File: config.mk
export PLATFORM = sky130hd
export DESIGN_NAME = atm_cell_rx_filter
export DESIGN_NICKNAME = d
export VERILOG_FILES = /design/src/rtl/atmrx_pkg.sv /design/src/rtl/atmrx_delin.sv /design/src/rtl/atmrx_cval.sv /design/src/rtl/atmrx_cellbuf.sv /design/src/rtl/atm_cell_rx_filter.sv
export SDC_FILE = /design/constraint.sdc
export NUM_CORES = 1
export LEC_CHECK = 0
export CAP_MARGIN = 15
export CORE_ASPECT_RATIO = 0.9
export CORE_MARGIN = 4
export CORE_UTILIZATION = 45
export CTS_CLUSTER_DIAMETER = 100
export DETAILED_ROUTE_END_ITERATION = 7
export GPL_TIMING_DRIVEN = 1
export PLACE_DENSITY_LB_ADDON = 0.1
export SYNTH_ARGS = -nofsm -noshare
export SYNTH_HDL_FRONTEND = slang
export SYNTH_HIERARCHICAL = 1
export SYNTH_SLANG_ARGS = --single-unit
File: constraint.sdc
create_clock -name clk -period 4.79 [get_ports clk]
set_input_delay 0.958 -clock clk [delete_from_list [all_inputs] [get_ports clk]]
set_output_delay 0.958 -clock clk [all_outputs]
set_load 0.01 [all_outputs]
File: src/rtl/atmrx_pkg.sv
package atmrx_pkg;

    localparam int HDR_LEN   = 5;
    localparam int HDR_BITS  = 8 * HDR_LEN;
    localparam logic [7:0] HEC_COSET = 8'h55;
    localparam logic [7:0] HEC_POLY  = 8'h07;

    typedef enum logic [1:0] {DL_HUNT, DL_PRESYNC, DL_SYNC} dl_state_e;
    typedef enum logic {CV_REPAIR, CV_DETECT} cv_state_e;

    typedef struct packed {
        logic [31:0] body;
        logic [7:0]  hec;
    } hdr_t;

    function automatic logic [7:0] crc8_32(input logic [31:0] d);
        logic [7:0] c;
        logic       fb;
        c = '0;
        for (int i = 31; i >= 0; i--) begin
            fb = c[7] ^ d[i];
            c  = {c[6:0], 1'b0} ^ (fb ? HEC_POLY : 8'h00);
        end
        return c;
    endfunction

    function automatic logic [7:0] hdr_syndrome(input hdr_t h);
        return crc8_32(h.body) ^ HEC_COSET ^ h.hec;
    endfunction

    // Mask of the single header bit whose flip explains the syndrome, or zero.
    function automatic logic [HDR_BITS-1:0] single_fix_mask(input logic [7:0] syn);
        logic [HDR_BITS-1:0] m;
        logic [HDR_BITS-1:0] e;
        m = '0;
        for (int i = 0; i < HDR_BITS; i++) begin
            e = HDR_BITS'(1) << i;
            if (syn != 8'h00 && ((crc8_32(e[HDR_BITS-1:8]) ^ e[7:0]) == syn))
                m = e;
        end
        return m;
    endfunction

endpackage

File: src/rtl/atmrx_delin.sv
module atmrx_delin
    import atmrx_pkg::*;
#(
    parameter int CELL_LEN   = 53,
    parameter int SYNC_DELTA = 6,
    parameter int LOSS_ALPHA = 7,
    localparam int CW = $clog2(CELL_LEN),
    localparam int RW = $clog2(SYNC_DELTA + LOSS_ALPHA + 1)
) (
    input  logic          clk,
    input  logic          rst,
    input  logic          no_delin,
    input  logic          stb,
    input  logic [7:0]    din,
    output logic          hdr_evt,
    output hdr_t          hdr,
    output logic          eligible,
    output logic          pay_wr,
    output logic [CW-1:0] pay_idx,
    output logic          cell_end,
    output logic          loss
);
    localparam logic [CW-1:0] IDX_LAST  = CW'(CELL_LEN - 1);
    localparam logic [CW-1:0] IDX_HLAST = CW'(HDR_LEN - 1);
    localparam logic [CW-1:0] IDX_PAY   = CW'(HDR_LEN);
    localparam logic [2:0]    FILL_MAX  = 3'(HDR_LEN - 1);

    dl_state_e           st, st_nx;
    logic [RW-1:0]       run, run_nx;
    logic [CW-1:0]       cnt, cnt_nx;
    logic [2:0]          fill;
    logic [HDR_BITS-1:0] win, win_nx;
    logic                match, in_frame, hdr_pos;

    assign win_nx  = {win[HDR_BITS-9:0], din};
    assign hdr     = hdr_t'(win_nx);
    assign match   = (hdr_syndrome(hdr_t'(win_nx)) == 8'h00);
    assign hdr_pos = stb && (cnt == IDX_HLAST);

    always_comb begin
        st_nx   = st;
        run_nx  = run;
        hdr_evt = 1'b0;
        cnt_nx  = cnt;
        if (stb)
            cnt_nx = (cnt == IDX_LAST) ? '0 : cnt + 1'b1;
        if (no_delin) begin
            hdr_evt = hdr_pos;
        end else begin
            unique case (st)
                DL_HUNT: if (stb && fill == FILL_MAX && match) begin
                    hdr_evt = 1'b1;
                    st_nx   = DL_PRESYNC;
                    run_nx  = RW'(1);
                    cnt_nx  = IDX_PAY;
                end
                DL_PRESYNC: if (hdr_pos) begin
                    hdr_evt = 1'b1;
                    if (!match) begin
                        st_nx  = DL_HUNT;
                        run_nx = '0;
                    end else if (run == RW'(SYNC_DELTA - 1)) begin
                        st_nx  = DL_SYNC;
                        run_nx = '0;
                    end else begin
                        run_nx = run + 1'b1;
                    end
                end
                DL_SYNC: if (hdr_pos) begin
                    hdr_evt = 1'b1;
                    if (match) begin
                        run_nx = '0;
                    end else if (run == RW'(LOSS_ALPHA - 1)) begin
                        st_nx  = DL_HUNT;
                        run_nx = '0;
                    end else begin
                        run_nx = run + 1'b1;
                    end
                end
                default: st_nx = DL_HUNT;
            endcase
        end
    end

    assign eligible = (st_nx == DL_SYNC);
    assign in_frame = no_delin || (st != DL_HUNT);
    assign pay_wr   = stb && in_frame && (cnt >= IDX_PAY);
    assign pay_idx  = cnt;
    assign cell_end = pay_wr && (cnt == IDX_LAST);
    assign loss     = !no_delin && (st != DL_SYNC);

    always_ff @(posedge clk) begin
        if (rst) begin
            st   <= DL_HUNT;
            run  <= '0;
            cnt  <= '0;
            fill <= '0;
            win  <= '0;
        end else begin
            st  <= st_nx;
            run <= run_nx;
            cnt <= cnt_nx;
            if (stb) begin
                win <= win_nx;
                if (fill != FILL_MAX)
                    fill <= fill + 1'b1;
            end
        end
    end
endmodule

File: src/rtl/atmrx_cval.sv
module atmrx_cval
    import atmrx_pkg::*;
(
    input  logic                clk,
    input  logic                rst,
    input  logic                evt,
    input  hdr_t                hdr_in,
    input  logic                no_delin,
    input  logic                no_check,
    input  logic                fix_en,
    input  logic                eligible,
    output logic [HDR_BITS-1:0] hdr_out,
    output logic                keep
);
    cv_state_e           cv;
    logic [7:0]          syn;
    logic [HDR_BITS-1:0] mask;
    logic                do_fix, pass;

    assign syn     = hdr_syndrome(hdr_in);
    assign mask    = single_fix_mask(syn);
    assign do_fix  = fix_en && (cv == CV_REPAIR) && (mask != '0);
    assign hdr_out = hdr_in ^ (do_fix ? mask : '0);
    assign pass    = (syn == 8'h00) || do_fix;

    always_comb begin
        unique case ({no_delin, no_check})
            2'b00:   keep = eligible && pass;
            2'b01:   keep = eligible;
            2'b10:   keep = pass;
            default: keep = 1'b1;
        endcase
    end

    always_ff @(posedge clk) begin
        if (rst)
            cv <= CV_REPAIR;
        else if (evt)
            cv <= (syn == 8'h00) ? CV_REPAIR : CV_DETECT;
    end
endmodule

File: src/rtl/atmrx_cellbuf.sv
module atmrx_cellbuf
    import atmrx_pkg::*;
#(
    parameter int CELL_LEN = 53,
    localparam int CW = $clog2(CELL_LEN)
) (
    input  logic                clk,
    input  logic                rst,
    input  logic                hdr_evt,
    input  logic [HDR_BITS-1:0] hdr_data,
    input  logic                keep,
    input  logic                pay_wr,
    input  logic [CW-1:0]       pay_idx,
    input  logic [7:0]          din,
    input  logic                cell_end,
    output logic                out_valid,
    output logic [7:0]          out_data,
    output logic                out_sop
);
    localparam logic [CW-1:0] IDX_LAST = CW'(CELL_LEN - 1);

    logic [7:0]    mem [2][CELL_LEN];
    logic          wbank, rbank, keep_q, rd_active;
    logic [CW-1:0] rd_idx;

    always_ff @(posedge clk) begin
        if (hdr_evt)
            for (int i = 0; i < HDR_LEN; i++)
                mem[wbank][i] <= hdr_data[8*(HDR_LEN-1-i) +: 8];
        if (pay_wr)
            mem[wbank][pay_idx] <= din;
    end

    always_ff @(posedge clk) begin
        if (rst) begin
            wbank     <= 1'b0;
            rbank     <= 1'b0;
            keep_q    <= 1'b0;
            rd_active <= 1'b0;
            rd_idx    <= '0;
        end else begin
            if (hdr_evt)
                keep_q <= keep;
            if (rd_active) begin
                if (rd_idx == IDX_LAST)
                    rd_active <= 1'b0;
                else
                    rd_idx <= rd_idx + 1'b1;
            end
            if (cell_end && keep_q) begin
                rd_active <= 1'b1;
                rd_idx    <= '0;
                rbank     <= wbank;
                wbank     <= ~wbank;
            end
        end
    end

    assign out_valid = rd_active;
    assign out_data  = mem[rbank][rd_idx];
    assign out_sop   = rd_active && (rd_idx == '0);
endmodule

File: src/rtl/atm_cell_rx_filter.sv
module atm_cell_rx_filter
    import atmrx_pkg::*;
#(
    parameter int CELL_LEN   = 53,
    parameter int SYNC_DELTA = 6,
    parameter int LOSS_ALPHA = 7
) (
    input  logic       clk,
    input  logic       rst,
    input  logic       cfg_no_delin,
    input  logic       cfg_no_check,
    input  logic       cfg_fix_en,
    input  logic       in_valid,
    input  logic [7:0] in_data,
    output logic       out_valid,
    output logic [7:0] out_data,
    output logic       out_sop,
    output logic       delin_loss
);
    localparam int CW = $clog2(CELL_LEN);

    logic                hdr_evt, eligible, pay_wr, cell_end, keep;
    hdr_t                hdr_raw;
    logic [HDR_BITS-1:0] hdr_fixed;
    logic [CW-1:0]       pay_idx;

    atmrx_delin #(
        .CELL_LEN  (CELL_LEN),
        .SYNC_DELTA(SYNC_DELTA),
        .LOSS_ALPHA(LOSS_ALPHA)
    ) u_delin (
        .clk     (clk),
        .rst     (rst),
        .no_delin(cfg_no_delin),
        .stb     (in_valid),
        .din     (in_data),
        .hdr_evt (hdr_evt),
        .hdr     (hdr_raw),
        .eligible(eligible),
        .pay_wr  (pay_wr),
        .pay_idx (pay_idx),
        .cell_end(cell_end),
        .loss    (delin_loss)
    );

    atmrx_cval u_cval (
        .clk     (clk),
        .rst     (rst),
        .evt     (hdr_evt),
        .hdr_in  (hdr_raw),
        .no_delin(cfg_no_delin),
        .no_check(cfg_no_check),
        .fix_en  (cfg_fix_en),
        .eligible(eligible),
        .hdr_out (hdr_fixed),
        .keep    (keep)
    );

    atmrx_cellbuf #(.CELL_LEN(CELL_LEN)) u_buf (
        .clk      (clk),
        .rst      (rst),
        .hdr_evt  (hdr_evt),
        .hdr_data (hdr_fixed),
        .keep     (keep),
        .pay_wr   (pay_wr),
        .pay_idx  (pay_idx),
        .din      (in_data),
        .cell_end (cell_end),
        .out_valid(out_valid),
        .out_data (out_data),
        .out_sop  (out_sop)
    );
endmodule

=== Word-level counts from Yosys, hierarchy flattened ===
Memories as Yosys holds them, arrays and structs flattened. A register that Yosys moved wholly into a read port is not among the register bits.
Index checks and enable logic that the tools add are counted.

* Output and inout bits: 11
* Flip-flop bits (word level): 58
* Logic and storage cells: 411
* Input port bits: 14
* Memories kept: 1
* Memory bits (writable): 848

* Bitwise gates (word level): 111
* Equality and inequality tests: 56
* Magnitude comparators: 4
* Reductions and logical operators: 69
* Mux-type cells: 155
* $add $sub $neg: 4

{| class="wikitable"
|+ Memories
! name !! depth !! width !! rd ports !! clocked after Yosys merged registers in !! write ports !! RTL line !! source
|-
| u_buf.mem || 2 || 424 || 1 || 1 || 1 || atmrx_cellbuf.sv:22 || <nowiki>logic [7:0] mem [2][CELL_LEN];</nowiki>
|}

{| class="wikitable"
|+ Operators with widths
! cell !! count
|-
| $mux W424 || 1
|-
| $xor A8 B8 Y8 || 32
|-
| $eq A8 B8 Y1 const A || 14
|-
| $mux W3 || 33
|-
| $eq A7 B8 Y1 const A || 10
|-
| $mux W40 || 2
|-
| $logic_and A1 B1 Y1 || 53
|-
| $mux W1 || 53
|-
| $bmux W8 S6 || 1
|-
| $demux W8 S6 || 1
|-
| $eq A6 B8 Y1 const A || 5
|-
| $or A1 B1 Y1 || 40
|-
| $reduce_bool A40 Y1 || 1
|-
| $xor A40 B40 Y40 || 1
|-
| $mux W39 || 1
|-
| $mux W38 || 1
|-
| $mux W37 || 1
|-
| $mux W36 || 1
|-
| $mux W6 || 6
|-
| $mux W35 || 1
|-
| $mux W34 || 1
|-
| $mux W33 || 1
|-
| $eq A5 B8 Y1 const A || 4
|-
| $mux W32 || 1
|-
| other kinds (67) || 134
|}

=== Logic depth before layout (Yosys ltp) ===
* Depth after elaboration: 142
* Mapped depth: 16
* Depth with buffers taken out: 14

=== Modules after synthesis ===
Netlist, hierarchy kept.

{| class="wikitable"
|+ By module, submodules not included
! module !! cells each !! area an instance (sq um) !! seq. area each (sq um) !! instances
|-
| atmrx_cellbuf || 1,827 || 34,186.5 || 25,684.6 || 1
|-
| atmrx_delin || 332 || 3,190.6 || 940.9 || 1
|-
| atmrx_cval || 346 || 3,002.9 || 20.0 || 1
|}

=== Worst setup path after synthesis ===
OpenSTA, ideal clock, no wires.

* Path kind: reg-to-reg
* From: register u_delin.win[30]
* To: memory u_buf/mem[1][384] in the netlist's numbering, enable pin
* Setup time: 0.385 ns
* Cell stages (with the launch flop): 14
* Buffers on the path: 0
* Path slack: 0.054 ns
* Arrival time: 4.351 ns
* Data required time: 4.405 ns
* Period minus slack after synthesis: 4.736 ns
* Cells stage by stage: dfxtp_1 > xnor2_2 > xnor3_1 > xnor2_2 > xnor3_1 > xor2_1 > or3_1 > a221oi_2 > nor3b_4 > nand3_2 > a21oi_1 > a21o_1 > clkinv_1 > a21boi_0

* Longest elaborated chain between the ends: 53
* Elaborated cells on any way between the ends: 85

{| class="wikitable"
|+ RTL lines
! element !! RTL line !! source
|-
| start: declaration || atmrx_delin.sv:32 || <nowiki>logic [HDR_BITS-1:0] win, win_nx;</nowiki>
|-
| start signal: assignment || atmrx_delin.sv:104 || <nowiki>win <= win_nx;</nowiki>
|-
| $xor A1 B1 Y1 * || atmrx_pkg.sv:21 || <nowiki>fb = c[7] ^ d[i];</nowiki>
|-
| $mux W3 * || atmrx_pkg.sv:22 || <nowiki>c = {c[6:0], 1'b0} ^ (fb ? HEC_POLY : 8'h00);</nowiki>
|-
| $xor A8 B8 Y8 * (6 in series) || atmrx_pkg.sv:22 ||
|-
| $xor A1 B1 Y1 || atmrx_pkg.sv:21 ||
|-
| $mux W3 || atmrx_pkg.sv:22 ||
|-
| $xor A8 B8 Y8 * (6 in series) || atmrx_pkg.sv:22 ||
|-
| $xor A1 B1 Y1 || atmrx_pkg.sv:21 ||
|-
| $mux W3 || atmrx_pkg.sv:22 ||
|-
| [28 not listed] || - ||
|-
| $logic_and A1 B1 Y1 * || atmrx_delin.sv:51 || <nowiki>DL_HUNT: if (stb && fill == FILL_MAX && match) begin</nowiki>
|-
| $mux W1 * || atmrx_delin.sv:51 ||
|-
| $pmux W1 S2 * || atmrx_delin.sv:50 || <nowiki>unique case (st)</nowiki>
|-
| $mux W1 * || atmrx_delin.sv:47 || <nowiki>if (no_delin) begin</nowiki>
|-
| net hdr_evt || atm_cell_rx_filter.sv:22 || <nowiki>logic hdr_evt, eligible, pay_wr, cell_end, keep;</nowiki>
|-
| $mux W1 * || atmrx_cellbuf.sv:27 || <nowiki>if (hdr_evt)</nowiki>
|-
| $mux W1 (not written as such) * || atmrx_cellbuf.sv:29 || <nowiki>mem[wbank][i] <= hdr_data[8*(HDR_LEN-1-i) +: 8];</nowiki>
|-
| $or A1 B1 Y1 (no source line) * || - ||
|-
| end: declaration || atmrx_cellbuf.sv:22 ||
|}

Mark *: on every way through the listed nets, which the timed path passes. The rest lies on a longest branch.

=== Worst setup path in the final report ===
* From: register u_buf.rd_idx[0]
* To: output port out_data[3]

* Longest elaborated chain between the ends: 4

{| class="wikitable"
|+ RTL lines
! element !! RTL line !! source
|-
| start: declaration || atmrx_cellbuf.sv:24 || <nowiki>logic [CW-1:0] rd_idx;</nowiki>
|-
| start signal: assignment || atmrx_cellbuf.sv:48 || <nowiki>rd_idx <= rd_idx + 1'b1;</nowiki>
|-
| $not A6 Y7 (not written as such) || atmrx_cellbuf.sv:60 || <nowiki>assign out_data = mem[rbank][rd_idx];</nowiki>
|-
| $bmux W8 S6 || atmrx_cellbuf.sv:60 ||
|-
| $mux W8 (not written as such) (2 in series) || atmrx_cellbuf.sv:60 ||
|-
| end: declaration || atm_cell_rx_filter.sv:16 || <nowiki>output logic [7:0] out_data,</nowiki>
|}

Every way passes these cells. The select of a mux whose other input is x is not followed.

==> impl_metrics.py <==
metrics = {
    "power_and_ir_drop": {
        "ir_worst_vdd_uv": 265,
        "p_switching_w": 0.00409,
        "comb_power_share": 0.097,
        "clkPwrFrac": 0.406,
        "internal_power_w": 0.0134,
        "p_leak_nw": 15.1,
        "powerDensity_nw_per_um2": 376,
        "power.share.sequential": 0.497,
        "p_sw_frac": 0.234,
    },
    "global_route": {
        "grt_use_total": 0.229,
        "grt_pass1_vias": 23200,
        "grt_pass1_wl_mm": 159,
        "antenna_found_initial": 2,
        "globalRoute.totalOverflow": 0,
        "grt_max_degree": 73,
    },
    "synthesis": {
        "synth_area_leaders": "edfxtp_1, mux2i_1, mux4_2",
        "syn-num-nets": 2530,
        "synth_top_flop_cell": "edfxtp_1",
        "syn_inst": 2505,
        "synth_edf_count": 848,
        "synth.largest_area_cell": "edfxtp_1",
        "synthArstFlopShare": 0,
        "seq_area_frac_synth": 0.660,
        "yosys_register_bits": 907,
        "synth.most_common_cell": "edfxtp_1",
        "yosys.area.top_type_share": 0.631,
        "yosys-top-cells-count": "edfxtp_1, mux2i_1, nor2_1",
        "syn-cell-area_um2": 40400,
        "yosysWarnings": 6,
        "ys_types": 93,
        "avgSynthCellArea_um2": 16.1,
    },
    "placement": {
        "portBuffers": 24,
        "routabilityCongestion": 0.878,
        "hpwl_mm": 74.0,
    },
    "die": {
        "die_x_um": 324,
        "start_util": 0.457,
        "die_area_um2": 94600,
        "core_area_um2": 88400,
        "fp-row-count": 103,
        "ios": 25,
        "die_height_um": 292,
    },
    "setup_path": {
        "worstSetupStartpointType": "flip-flop",
        "crit_arrival_ns": 3.73,
        "end_kind": "primary output",
        "crit_type": "flip-flop to primary output",
        "cp_max_fo": 32,
        "required_ns": 3.83,
    },
    "timing": {
        "setup_viol": 0,
        "slew_violations": 0,
        "finalHoldWorstSlack_ns": 0.467,
        "slew_headroom": 0.290,
        "max_freq_mhz": 213,
        "post-route-period-util": 0.979,
        "final_hold_viol_count": 0,
        "worst_slew_pin_slew_ns": 1.05,
        "finalCriticalPeriod_ns": 4.69,
        "skew_ns": 0.0161,
    },
    "cells_and_area": {
        "drive_gt1_frac": 0.214,
        "utilization": 0.525,
        "syn_to_final_growth_pct": 15.0,
        "layout.nets": 2755,
        "fillers": 7285,
    },
    "route": {
        "drtIter0Drc": 2345,
        "drc_errors": 0,
        "dr.pass1.iters": 6,
        "routed_via_density": 5.90,
        "wl_per_cell_um": 27.5,
        "drtAntennaViolNets": 0,
        "vias": 23400,
        "drt-total-wl_mm": 109,
    },
    "cts": {
        "cts.sinks": 907,
        "cts.path.max_buffers": 3,
        "cts_max_level": 3,
        "cts_tree": "done",
        "holdBufCountCts": 0,
        "cts-buffers-inserted": 94,
        "clk_pin_slew_ns": 0.06,
        "clk_latency_ns": 0.66,
        "clockRootBuffer": "clkbuf_16",
    },
    "min_path": {
        "hold_class": "flip-flop to flip-flop",
    },
    "run": {
        "drv_cap": 0,
    },
    "outcome": {
        "outcome": "finished, final reports clean",
    },
}
[final timing paths]
kind,depth (start not counted),from,slack [ns],to
worst min-delay path,2,u_buf/rbank,0.47,flip-flop
worst min register to register,2,u_buf/rbank,0.47,flip-flop
worst max-delay path,7,u_buf/rd_idx[0],0.1,out_data[3]
worst max register to register,15,u_delin/win[29],0.13,u_buf/mem[0][384]
[sequential cells by signal (all words and copies together), names as in the netlist, 2 cells and up, named ones only]
signal	count
u_buf/mem	848
u_delin/win	32
u_buf/rd_idx	6
u_delin/pay_idx	6
u_delin/run	4
u_delin/fill	3
u_delin/st	2
[critical path, stage by stage (launching register included)]
cell	delay (ns)
dfxtp_4	0.40
buf_6	0.33
mux4_2	0.40
a221o_1	0.39
a31oi_1	0.33
nand3_1	0.29
a211o_1	0.41
clkdlybuf4s50_1	0.51
[cells by family (layout without fill, tap and decap cells)]
kind of cell	after synthesis	in the layout	synth area share
mux	416	416	0.135
buf+inv	167	466	0.0226
other cells	0	1	0
fa+ha+maj	11	11	0.00341
flops	907	907	0.660
simple gates	486	486	0.0591
compound gates	342	342	0.0645
xor+xnor	176	176	0.0554
[final cells by class]
cell class,count,area (um^2),share of cell area
clock inverter,54,522,0.0112
antenna,1,2.50,0.0000539
timing repair buffer,276,2320,0.0499
sequential,907,26700,0.574
clock buffer,116,2460,0.0531
tap,1155,1450,0.0311
inverter,20,75.1,0.00162
multi-input combinational,1431,12900,0.279
[metal layers]
| layer | share of wire | track usage | wire length, um |
|---|---|---|---|
| met2 | 0.47 | 0.362 | 51100 |
| met3 | 0.060 | 0.0398 | 6540 |
| met5 | 0 | 0 | 0 |
| met4 | 0.022 | 0.0541 | 2410 |
| met1 | 0.45 | 0.335 | 49000 |
[placed cells by master, fill, tap and decap left out, drive strengths merged, types with 59 or more instances in the layout]
cell / instances
a22oi: 123
buf: 262
clkbuf: 116
dfxtp: 59
edfxtp: 848
mux2i: 276
mux4: 96
nand2: 87
nand3: 88
nor2: 173
xnor2: 95
[what timing repair did]
action	CTS	global route
resized for setup	3	21
endpoints found under the setup margin	8	126
cloned	0	0
setup buffers	6	2
pin swaps	0	2
[through the flow]
stage | setup TNS (ns) | power, W | cells | instance area [um^2] | setup slack [ns]
CTS | 0 | 0.0176 | 3957 | 46300 | 0.000555
floorplan | 0 | 0.00988 | 2505 | 40400 | 0.0536
detailed placement | 0 | 0.0105 | 3781 | 43300 | 0.0250
global route | -0.0120 | 0.0181 | 3959 | 46400 | -0.00443
finish | 0 | 0.0175 | 3960 | 46400 | 0.0983
global placement | -0.180 | 0.0105 | 3781 | 43300 | -0.0237
[power by group through the flow]
| stage | Sequential (W) | Combinational [W] | Clock (W) |
|---|---|---|---|
| after floorplan | 0.00885 | 0.00103 | 0 |
| after global placement | 0.00885 | 0.00167 | 0 |
| after detailed placement | 0.00885 | 0.00166 | 0 |
| after CTS | 0.00868 | 0.00167 | 0.00723 |
| after global routing | 0.00868 | 0.00182 | 0.00756 |
| final | 0.00868 | 0.00170 | 0.00709 |
Note: power is estimated with default switching activity, not from simulation.
